## config.mk

```make
export PLATFORM = sky130hd
export DESIGN_NAME = port_irq_regs
export DESIGN_NICKNAME = d
export VERILOG_FILES = /design/src/rtl/pir_pkg.sv /design/src/rtl/pir_port.sv /design/src/rtl/pir_irq.sv /design/src/rtl/port_irq_regs.sv
export SDC_FILE = /design/constraint.sdc
export NUM_CORES = 1
export LEC_CHECK = 0
export ABC_AREA = 1
export BUFFER_PORTS_ARGS = -buffer_cell sky130_fd_sc_hd__buf_2
export CAP_MARGIN = 0
export CORE_AREA = 2 2 160 100
export DETAILED_ROUTE_END_ITERATION = 16
export DIE_AREA = 0 0 162 102
export MAX_ROUTING_LAYER = met4
export SYNTH_ARGS = -nofsm -noshare
export SYNTH_HDL_FRONTEND = slang
export SYNTH_SLANG_ARGS = --single-unit
export TNS_END_PERCENT = 5
```

## constraint.sdc

```tcl
create_clock -name clk -period 0.8 [get_ports clk]
set_input_delay 0 -clock clk [delete_from_list [all_inputs] [get_ports clk]]
set_output_delay 0 -clock clk [all_outputs]
set_load 0.005 [all_outputs]
```

## src/rtl/pir_pkg.sv

```systemverilog
package pir_pkg;
  localparam int DW = 8;
  localparam int NF = DW - 1;

  localparam logic [3:0] OFS_PB    = 4'h0;
  localparam logic [3:0] OFS_PA    = 4'h1;
  localparam logic [3:0] OFS_AUX   = 4'hB;
  localparam logic [3:0] OFS_PCR   = 4'hC;
  localparam logic [3:0] OFS_FLAG  = 4'hD;
  localparam logic [3:0] OFS_EN    = 4'hE;
  localparam logic [3:0] OFS_PA_NQ = 4'hF;

  localparam int FLG_CA2 = 0;
  localparam int FLG_CA1 = 1;
  localparam int FLG_CB2 = 3;
  localparam int FLG_CB1 = 4;

  localparam logic [NF-1:0] HS_MASK_A = NF'((1 << FLG_CA1) | (1 << FLG_CA2));
  localparam logic [NF-1:0] HS_MASK_B = NF'((1 << FLG_CB1) | (1 << FLG_CB2));

  localparam int CA2_BIT = 1;

  // Value seen on a port read: input positions float high.
  function automatic logic [DW-1:0] port_view(logic [DW-1:0] data, logic [DW-1:0] dir);
    return (data & dir) | ~dir;
  endfunction

  // Per-bit override of a port value by pin strobes.
  function automatic logic [DW-1:0] pin_merge(logic [DW-1:0] cur, logic [DW-1:0] we,
                                              logic [DW-1:0] val);
    return (cur & ~we) | (val & we);
  endfunction

  // Enable update: top bit selects set or clear of the marked bits.
  function automatic logic [NF-1:0] en_next(logic [NF-1:0] cur, logic [DW-1:0] wd);
    return wd[DW-1] ? (cur | wd[NF-1:0]) : (cur & ~wd[NF-1:0]);
  endfunction

  // Flag update: set requests dominate clear requests.
  function automatic logic [NF-1:0] flag_next(logic [NF-1:0] cur, logic [NF-1:0] set,
                                              logic [NF-1:0] clr);
    return (cur & ~clr) | set;
  endfunction

  function automatic logic [DW-1:0] status_byte(logic [NF-1:0] flags, logic [NF-1:0] en);
    return {|(flags & en), flags};
  endfunction
endpackage

```

## src/rtl/pir_port.sv

```systemverilog
module pir_port
  import pir_pkg::*;
(
  input  logic          clk,
  input  logic          rst_n,
  input  logic          data_we,
  input  logic          dir_we,
  input  logic [DW-1:0] wdata,
  input  logic [DW-1:0] pin_we,
  input  logic [DW-1:0] pin_val,
  output logic [DW-1:0] data_q,
  output logic [DW-1:0] dir_q
);
  logic [DW-1:0] bus_value;

  assign bus_value = data_we ? (wdata & dir_q) : data_q;

  always_ff @(posedge clk or negedge rst_n) begin
    if (!rst_n) begin
      data_q <= '0;
      dir_q  <= '0;
    end else begin
      data_q <= pin_merge(bus_value, pin_we, pin_val);
      if (dir_we) dir_q <= wdata;
    end
  end
endmodule

```

## src/rtl/pir_irq.sv

```systemverilog
module pir_irq
  import pir_pkg::*;
(
  input  logic          clk,
  input  logic          rst_n,
  input  logic [NF-1:0] set_req,
  input  logic [NF-1:0] clr_req,
  input  logic [NF-1:0] hs_clr,
  input  logic          flag_we,
  input  logic          en_we,
  input  logic [DW-1:0] wdata,
  output logic [NF-1:0] flag_q,
  output logic [NF-1:0] en_q,
  output logic          irq
);
  logic [NF-1:0] clr_all;
  logic [NF-1:0] bus_clr;

  assign bus_clr = flag_we ? wdata[NF-1:0] : '0;
  assign clr_all = clr_req | hs_clr | bus_clr;

  always_ff @(posedge clk or negedge rst_n) begin
    if (!rst_n) begin
      flag_q <= '0;
      en_q   <= '0;
    end else begin
      flag_q <= flag_next(flag_q, set_req, clr_all);
      if (en_we) en_q <= en_next(en_q, wdata);
    end
  end

  assign irq = |(flag_q & en_q);
endmodule

```

## src/rtl/port_irq_regs.sv

```systemverilog
module port_irq_regs
  import pir_pkg::*;
#(
  parameter int AW = 8
) (
  input  logic          clk,
  input  logic          rst_n,
  input  logic          bus_we,
  input  logic [AW-1:0] bus_addr,
  input  logic [DW-1:0] bus_wdata,
  output logic [DW-1:0] bus_rdata,
  input  logic [DW-1:0] pa_pin_we,
  input  logic [DW-1:0] pa_pin_val,
  input  logic [DW-1:0] pb_pin_we,
  input  logic [DW-1:0] pb_pin_val,
  input  logic [NF-1:0] flag_set,
  input  logic [NF-1:0] flag_clr,
  output logic [DW-1:0] pa_out,
  output logic [DW-1:0] pa_dir,
  output logic [DW-1:0] pb_out,
  output logic [DW-1:0] pb_dir,
  output logic          ca2_out,
  output logic          irq
);
  localparam int NPORT = 2;  // index 0 = port B, 1 = port A

  logic [3:0]    ofs;
  logic [DW-1:0] port_q   [NPORT];
  logic [DW-1:0] dir_q    [NPORT];
  logic [DW-1:0] pin_we_v [NPORT];
  logic [DW-1:0] pin_val_v[NPORT];
  logic [NPORT-1:0] port_wr;
  logic [NPORT-1:0] dir_wr;
  logic [NF-1:0] flag_q;
  logic [NF-1:0] ier_q;
  logic [NF-1:0] hs_clr;
  logic [DW-1:0] aux_q;
  logic [DW-1:0] pcr_q;
  logic          wr_flag;
  logic          wr_en;

  assign ofs = bus_addr[3:0];

  if (AW > 4) begin : g_addr_hi
    logic unused_addr_hi;
    assign unused_addr_hi = ^bus_addr[AW-1:4];
  end

  assign pin_we_v[0]  = pb_pin_we;
  assign pin_val_v[0] = pb_pin_val;
  assign pin_we_v[1]  = pa_pin_we;
  assign pin_val_v[1] = pa_pin_val;

  for (genvar g = 0; g < NPORT; g++) begin : g_port
    assign port_wr[g] = bus_we && ((ofs == 4'(g)) || (g == 1 && ofs == OFS_PA_NQ));
    assign dir_wr[g]  = bus_we && (ofs == 4'(g + NPORT));
    pir_port u_port (
      .clk    (clk),
      .rst_n  (rst_n),
      .data_we(port_wr[g]),
      .dir_we (dir_wr[g]),
      .wdata  (bus_wdata),
      .pin_we (pin_we_v[g]),
      .pin_val(pin_val_v[g]),
      .data_q (port_q[g]),
      .dir_q  (dir_q[g])
    );
  end

  // Handshake acknowledge: only the plain port offsets clear flags.
  assign hs_clr = ((bus_we && ofs == OFS_PB) ? HS_MASK_B : '0)
                | ((bus_we && ofs == OFS_PA) ? HS_MASK_A : '0);
  assign wr_flag = bus_we && (ofs == OFS_FLAG);
  assign wr_en   = bus_we && (ofs == OFS_EN);

  pir_irq u_irq (
    .clk    (clk),
    .rst_n  (rst_n),
    .set_req(flag_set),
    .clr_req(flag_clr),
    .hs_clr (hs_clr),
    .flag_we(wr_flag),
    .en_we  (wr_en),
    .wdata  (bus_wdata),
    .flag_q (flag_q),
    .en_q   (ier_q),
    .irq    (irq)
  );

  always_ff @(posedge clk or negedge rst_n) begin
    if (!rst_n) begin
      aux_q <= '0;
      pcr_q <= '0;
    end else if (bus_we) begin
      if (ofs == OFS_AUX) aux_q <= bus_wdata;
      if (ofs == OFS_PCR) pcr_q <= bus_wdata;
    end
  end

  assign ca2_out = pcr_q[CA2_BIT];

  always_comb begin
    bus_rdata = '0;
    case (ofs)
      4'h0:          bus_rdata = port_view(port_q[0], dir_q[0]);
      4'h1, 4'hF:    bus_rdata = port_view(port_q[1], dir_q[1]);
      4'h2:          bus_rdata = dir_q[0];
      4'h3:          bus_rdata = dir_q[1];
      OFS_AUX:       bus_rdata = aux_q;
      OFS_PCR:       bus_rdata = pcr_q;
      OFS_FLAG:      bus_rdata = status_byte(flag_q, ier_q);
      OFS_EN:        bus_rdata = {1'b1, ier_q};
      default:       bus_rdata = '0;
    endcase
  end

  assign pa_dir = dir_q[1];
  assign pb_dir = dir_q[0];
  assign pa_out = port_q[1] & dir_q[1];
  assign pb_out = port_q[0] & dir_q[0];
endmodule

```

# == Word level (Yosys, flattened, before mapping) ==
# Index checks and enable logic that the tools add are counted.
# totals
ff_bits,62
inputBits,65
out_inout_bits,42
elab_cells,62
# classes
eq_ne,8
muxes,7
bitwise,26
n_reduce_logical,13
# op_table
cell,n
bitwise AND 8 bit,8
case mux 8 bit (8 select lines),1
NOT 8 bit,4
bitwise OR 8 bit,4
bitwise AND 7 bit,3
bitwise OR 7 bit,3
equality test 4 bit (second input constant),5
2-to-1 mux 8 bit,2
2-to-1 mux 7 bit,2
NOT 7 bit,2
equality test 4 x 2 -> 1 bit (second input constant),2
logical AND 1 bit,7
bitwise OR 7 x 5 -> 7 bit,1
OR reduction 7 bit,1
2-to-1 mux 5 bit,1
bitwise OR 5 x 2 -> 5 bit,1
equality test 4 x 1 -> 1 bit (second input constant),1
logical NOT 4 bit,1
AND reduction 2 bit,2
2-to-1 mux 2 bit,1
OR reduction 2 bit,1
logical OR 1 bit,1

# == Depth between registers and ports, before layout ==
# Gate-level depths: netlist (run 1).
# depth
depth_word,9
mapped_depth,7
mapped_depth_nobuf,7

# == By module ==
# Synthesis (run 1) repeated with hierarchy kept, for this count alone.
# hier_totals
hier_cells,526
hier_area_um2,3696.0
# by_module_without_submodules
mod,n_inst,cells_each,area_each_um2,seq_area_each_um2
port_irq_regs,1,275,1627.8,400.4
pir_port,2,83,716.9,400.4
pir_irq,1,85,634.4,350.3

# == Least setup slack after synthesis (run 1) ==
# Ideal clock, no wire load.
# synth_path
path_type,input to register
start,input bus_addr[1]
end,register pcr_q[7]
setup_ps,134
t_arrival_ps,694
t_required_ps,666
slack_ps,-28
stages,5
n_path_buf,1
path_cell_list,nor2_2 nand3_2 buf_2 nand2_1 o21ai_0
# synth_between
elab_chain_cells,2
# synth_lines
item,line,source
from (decl),port_irq_regs.sv:9,"input logic [AW-1:0] bus_addr,"
equality test 4 bit,port_irq_regs.sv:96,if (ofs == OFS_PCR) pcr_q <= bus_wdata;
AND reduction 2 bit (no line),--,
to (signal assigned),port_irq_regs.sv:96,
to (decl),port_irq_regs.sv:38,logic [DW-1:0] pcr_q;
# Every way passes these cells.
# A chain may end at the register's enable or synchronous reset.

# == Worst setup path in the final report (run 1) ==
# layout_path
start,register u_irq.flag_q[5]
end,output bus_rdata[5]
# layout_between
elab_chain_cells,1
# layout_lines
item,line,source
from (decl),pir_irq.sv:12,"output logic [NF-1:0] flag_q,"
from (signal assigned),pir_irq.sv:27,"flag_q <= flag_next(flag_q, set_req, clr_all);"
case mux 8 bit (8 select lines),port_irq_regs.sv:104,case (ofs)
to (decl),port_irq_regs.sv:11,"output logic [DW-1:0] bus_rdata,"
# Every way passes these cells.

==> results by group, run 1 <==
Timing
  • Number of max-slew violations in the final report: 0
  • Final hold slack: 0.0720 ns
  • Final setup viols: 57
  • Final hold violations: 0
  • Rel. slew slack: 81.4%
  • RSZ-0062 raised after global routing: true
  • Fmax: 735 MHz
  • Worst Tran Pin Value: 0.278 ns
  • Tmin final: 1.36 ns
  • Clock skew: 0.00494 ns
  • Fin crit share: 170%
  • PnR worst setup slack: -0.561 ns

Clock tree
  • Clk Latency, worst-skew pair: 0.34 ns
  • Clock Tree Buf Depth: 2
  • Reg clk slew, reported paths: 0.05 ns
  • H-Tree Depth: 3
  • Num CTS Buffers: 9
  • Root Driver: clkbuf_16
  • CTS sink cnt: 62
  • CTS tree: built

Flow run
  • Max-cap violations: 0

Layout
  • Final core utilization: 41.2%
  • Antenna diodes: 0
  • Filler Cells Inserted: 1555
  • Most common cell after layout, fill and taps aside: nand2_1
  • Layout area overhead: 73.9%
  • Number of nets in the layout: 810
  • Most frequent cells in the layout: nand2_1, buf_2, inv_1
  • Share of cells above drive strength 1: 37.2%
  • Final Instance Area: 6170 um2

Placement
  • Setup WS pre-CTS: -0.366 ns
  • Detailed Place HPWL: 9890 um
  • Number of port buffers: 102
  • Placed Area: 4880 um2
  • GPL Wtd Cong: 0.875

Setup path
  • CP arrival: 1.36 ns
  • Slowest CP cell: dfrtp_1
  • Critical path peak fanout: 2
  • CP endpoint kind: primary output
  • Crit path launch type: register
  • CP cell instances: buf_6 -> nand3_1 -> nand3_1 -> nor2_2 -> nand2_1 -> buf_2
  • Critical path class: register to primary output
  • WP buf/inv: 2
  • Cell mode on critical path: nand3_1
  • Crit path largest cell delay: 0.42 ns
  • CP top delay family: flip-flops
  • CP Data Required Time: 0.80 ns

Routing
  • Via density: 4.43
  • Routed wire length: 13700 um
  • Routed via count: 4215
  • DRC Markers: 0
  • Pre-Repair DR Iteration Count: 5
  • Wire length per cell: 14.4 um
  • Final ANT Viol Nets: 0
  • Initial drt markers: 275

Global routing
  • Largest net degree at the start of global routing: 34
  • GRT Overall Usage: 17.7%
  • First-pass GRT wire length: 21700 um
  • Number of global-route vias before repair: 4107
  • Remaining global-route overflow: 0
  • Antenna violations before repair: 0

Floorplanning
  • Placement Rows: 35
  • Starting Density: 23.7%
  • Total Die Area: 16500 um2
  • Number of top-level pins: 107
  • Core box area: 15000 um2
  • Die H: 102 um
  • Floorplan die width: 162 um

Yosys
  • Synth warn: 0
  • Synth cell types: 22
  • Mapped Nets: 565
  • Post-synth ARST share: 100%
  • Post-Syn Area per Cell: 7.09 um2
  • Post-synthesis sequential element count: 62
  • Post-synth EDFFs: 0
  • Sequential fraction of the synthesis area: 43.7%
  • Prevailing post-synth register cell: dfrtp_1
  • Synth Cell Area: 3550 um2
  • Mapped Cells: 500

Hold path
  • Hold Crit Class: input pin to async pin

Status
  • Failing checks: setup timing
  • Status: finished with violations

Power
  • Max VDD drop: 0.837 mV
  • Final Power: 11.4 mW
  • Pleak: 3.28 nW
  • Power per cell area: 1840 nW/um2
-- worst paths after layout --
check                                                       from                                    end  slack (ns)  cells past startpoint
max                                    u_irq.flag_q[5]$_DFF_PN0_                           bus_rdata[5]       -0.56                      6
min                                                        rst_n                   pcr_q[4]$_DFFE_PN0P_        0.07                      2
max reg2reg                g_port[0].u_port.dir_q[1]$_DFFE_PN0P_                               register       -0.18                      5
min reg2reg                                 aux_q[1]$_DFFE_PN0P_                   aux_q[1]$_DFFE_PN0P_        0.49                      2
max in group asynchronous                                  rst_n  g_port[1].u_port.dir_q[5]$_DFFE_PN0P_        0.26                      3
min in group clk                                    bus_wdata[4]  g_port[0].u_port.dir_q[4]$_DFFE_PN0P_        0.07                      3
-- final cells by class --
type                    instances  area (um2)  share of cell area [%]
clock buffers                  14         294                    4.77
inverters                      79         297                    4.81
multi-input cells             346        1780                    28.8
flip-flops and latches         62        1550                    25.2
well taps                     203         254                    4.12
repair buffers                247        1990                    32.3
-- Yosys cell counts, types with 2 or more instances --
cell	number	area (um2)
nand3b_1	5	37.5
nor2_1	39	146
a21oi_1	20	100
dfrtp_1	62	1550
o21ai_1	6	30.0
buf_2	9	45.0
o21ai_0	47	235
inv_2	2	7.51
nand2_1	131	492
nand3_2	3	30.0
nand4_1	8	50.1
inv_1	77	289
o21bai_1	4	30.0
nand2_2	3	18.8
buf_6	3	33.8
nand3_1	71	355
nor2_4	5	56.3
-- where the power goes --
part           total, mW  internal [mW]  switching, mW
registers           4.06           3.64          0.418
clock network       3.83           2.48           1.34
logic               3.48           1.91           1.57
-- logic make-up (layout without fill, tap and decap cells) --
logic type | after synthesis | in the layout | synth area share [%]
simple gates | 268 | 268 | 34.2
buf+inv | 92 | 340 | 10.7
flops | 62 | 62 | 43.7
compound gates | 78 | 78 | 11.4
-- metrics by stage --
step / std cells / setup TNS (ns)
5_1_grt: 951 / -17.48
4_1_cts: 946 / -13.70
3_3_place_gp: 875 / -16.97
6_report: 951 / -14.25
3_5_place_dp: 875 / -18.53
2_1_floorplan: 500 / 0
-- worst reg2reg max path: cells and delay by family, from the launching register on --
kind	cells	cell delay, ns
and+or+nand+nor	1	0.09
AOI/OAI and AO/OA	1	0.05
buffers and inverters	3	0.35
DFF	1	0.38
-- per-layer routing --
layer	part of all wire (%)	global-route usage, %	wire [um]
met1	49	24.9	6700
met2	43	26.4	5880
met3	7.5	4.02	1020
met4	0.53	2.86	72
met5	0	-	0
-- timing repair --
action,in CTS,in global routing
endpoints found under the hold margin,91,0
setup buffers,3,5
hold buffers,54,0
setup endpoints to repair,60,92
pin swaps,25,14
resized for setup,57,63
Note: power is estimated with default switching activity, not from simulation.
==> run 2: changes to the inputs <==
Settings changed: CORE_AREA 2 2 160 100 to 2 2 164 102, DIE_AREA 0 0 162 102 to 0 0 166 104, PLACE_DENSITY set to 0.39, SYNTH_HIERARCHICAL set to 1.
==> run 2 against run 1 <==
Compared with the run above:
- the run still ends with setup timing left
- critical path depth stayed put
- maximum frequency is 4.4% lower
- total power is 5.6% higher
- first-iteration DRC count is 22% lower
- die area is 4.5% higher
- sequential share of layout area is 0.85 points lower
- sequential power is 3% higher
- synthesized area is 4.2% higher
- clock skew hardly changed
==> results by group, run 2 <==
Status
  • Status: finished with violations
  • Failing checks: setup timing

Global routing
  • Remaining global-route overflow: 0
  • First-pass GRT wire length: 23400 um
  • Largest net degree at the start of global routing: 63
  • Antenna violations before repair: 0
  • Number of global-route vias before repair: 4172
  • GRT Overall Usage: 18.0%

Timing
  • PnR worst setup slack: -0.623 ns
  • Final hold violations: 0
  • Fin crit share: 178%
  • Tmin final: 1.42 ns
  • Final hold slack: 0.0122 ns
  • Worst Tran Pin Value: 0.561 ns
  • RSZ-0062 raised after global routing: true
  • Final setup viols: 65
  • Number of max-slew violations in the final report: 0
  • Clock skew: 0.00506 ns
  • Fmax: 703 MHz
  • Rel. slew slack: 62.3%
  • Setup TNS: -14.00 ns

Yosys
  • Post-synthesis sequential element count: 62
  • Synth Cell Area: 3700 um2
  • Commonest cells post-synth: nand2_1, inv_1, nand3_1
  • Synth warn: 6
  • Synth area leaders: dfrtp_1, nand2_1, nand3_1
  • Post-Syn Area per Cell: 7.03 um2
  • Post-synth top area share: 42.0%
  • Yosys top cell by area: dfrtp_1
  • Post-synth ARST share: 100%
  • Sequential fraction of the synthesis area: 42.0%
  • Mapped Cells: 526
  • Synth cell types: 21
  • Prevailing post-synth register cell: dfrtp_1
  • Post-synth EDFFs: 0
  • Top-count cell post-synth: nand2_1

Setup path
  • CP Data Required Time: 0.80 ns
  • CP arrival: 1.42 ns
  • CP endpoint kind: primary output
  • Critical path peak fanout: 3
  • Crit path launch type: register
  • CP cell instances: buf_4 -> nand3_2 -> o21ai_2 -> nor2_1 -> nand3_1 -> buf_2
  • Stages on worst setup path: 6
  • Crit path largest cell delay: 0.40 ns
  • Critical path class: register to primary output
  • WP buf/inv: 2
  • Slowest CP cell: dfrtp_1
  • R2R depth: 4
  • CP top delay family: flip-flops

Routing
  • Initial drt markers: 214
  • Wl on met1: 7910 um
  • DRC Markers: 0
  • Wire length per cell: 15.2 um
  • Pre-Repair DR Iteration Count: 4
  • Routed wire length: 14800 um
  • WL met2: 6040 um
  • Final ANT Viol Nets: 0
  • Met3 WL: 748 um
  • Via density: 4.32
  • Routed via count: 4210
  • Top layer in use: met4

Power
  • Sequential fraction of design power: 34.7%
  • Power per cell area: 1880 nW/um2
  • Gate power share: 33.4%
  • Max VDD drop: 0.994 mV
  • Pleak: 3.33 nW
  • Switching power: 3.76 mW
  • Clock power frac: 31.9%
  • Net Sw Frac: 31.3%
  • Int Power: 8.25 mW

Floorplanning
  • Placement Rows: 36
  • Floorplan die width: 166 um
  • Die H: 104 um
  • Number of top-level pins: 107
  • Core box area: 15800 um2
  • Starting Density: 23.4%
  • Total Die Area: 17300 um2

Placement
  • Detailed Place HPWL: 11200 um
  • GPL Wtd Cong: 0.893
  • Number of port buffers: 102

Clock tree
  • H-Tree Depth: 3
  • Reg clk slew, reported paths: 0.05 ns
  • Root Driver: clkbuf_16
  • CTS sink cnt: 62
  • Num CTS Buffers: 9
  • Clk Latency, worst-skew pair: 0.33 ns
  • CTS tree: built
  • Clock Tree Buf Depth: 2

Flow run
  • Max-cap violations: 0

Layout
  • Filler Cells Inserted: 1655
  • Number of nets in the layout: 825
  • Share of cells above drive strength 1: 39.6%
  • Most common cell after layout, fill and taps aside: nand2_1
  • Antenna diodes: 0
  • Layout area overhead: 72.7%
  • Most frequent cells in the layout: nand2_1, buf_2, inv_1

Hold path
  • Hold Crit Class: input pin to register
  • Hold depth: 3
==> run 2: cell count changes after synthesis, sizes merged, moves of 3 or more <==
cell	previous run	this run
nand2	135	152
o21bai	4	1
nand3b	5	0
nor2	45	41
a21oi	20	4
nand4	8	16
inv	79	97
nand3	74	88
==> run 2: layout make-up <==
cell class              instances  area, um2  share of cell area, %
clock inverters                 4       47.5                  0.745
well taps                     209        262                   4.10
flip-flops and latches         62       1550                   24.3
clock buffers                  12        236                   3.71
multi-input cells             358       1940                   30.5
inverters                      97        377                   5.90
repair buffers                232       1960                   30.8
==> run 2: tightest hold or removal path, cell delays in order <==
cell     delay, ns
buf_2         0.17
nand2_1       0.07
o21ai_0       0.06
==> run 2: per-stage QoR <==
step                      setup WS [ns]  util, %  total power, mW  std cells  cell area [um2]
after global placement           -0.470     32.3             7.12        905             5110
after floorplan                 -0.0496        -             5.27        528             3780
after global routing             -0.700     40.4             12.7        974             6380
final                            -0.623     40.4             12.0        974             6380
after CTS                        -0.622     39.0             11.8        970             6170
after detailed placement         -0.459     32.3             7.16        905             5110
==> run 2: per-layer routing <==
metal | vias to the layer above | track usage, %
met3 | 14 | 3.73
met1 | 1948 | 27.3
li1 | 2139 | -
met2 | 109 | 24.6
met5 | - | -
met4 | 0 | 3.17
==> run 2: final timing paths <==
check / slack, ns / to / start
min reg2reg: 0.49 / aux_q[4]$_DFFE_PN0P_ / aux_q[4]$_DFFE_PN0P_
max: -0.62 / bus_rdata[4] / g_port[0].u_port/dir_q[4]$_DFFE_PN0P_
max in group asynchronous: 0.25 / async pin / rst_n
min: 0.01 / g_port[0].u_port/dir_q[7]$_DFFE_PN0P_ / bus_wdata[7]
min in group asynchronous: 0.20 / aux_q[3]$_DFFE_PN0P_ / rst_n
max reg2reg: -0.14 / register / g_port[0].u_port/dir_q[1]$_DFFE_PN0P_
==> run 2: power groups by stage <==
stage | clock [mW] | combinational, mW | sequential [mW]
global placement | 0 | 2.97 | 4.15
detailed placement | 0 | 3.01 | 4.15
floorplan | 0 | 1.11 | 4.16
global route | 4.04 | 4.43 | 4.23
CTS | 3.94 | 3.74 | 4.16
finish | 3.83 | 4.01 | 4.17
==> run 2: kinds of logic after synthesis <==
kind of cell	count (synthesis)	share of synthesized area [%]
compound gates	57	8.80
flops	62	42.0
buf+inv	108	12.6
simple gates	298	36.5
other cells	1	0.101
==> run 2: timing repair <==
action | 4_1_cts | 5_1_grt
resized for setup | 76 | 62
buffers inserted | 2 | 4
hold buffers | 47 | 0
hold endpoints to repair | 85 | 0
pin swaps | 24 | 16
endpoints found under the setup margin | 70 | 96
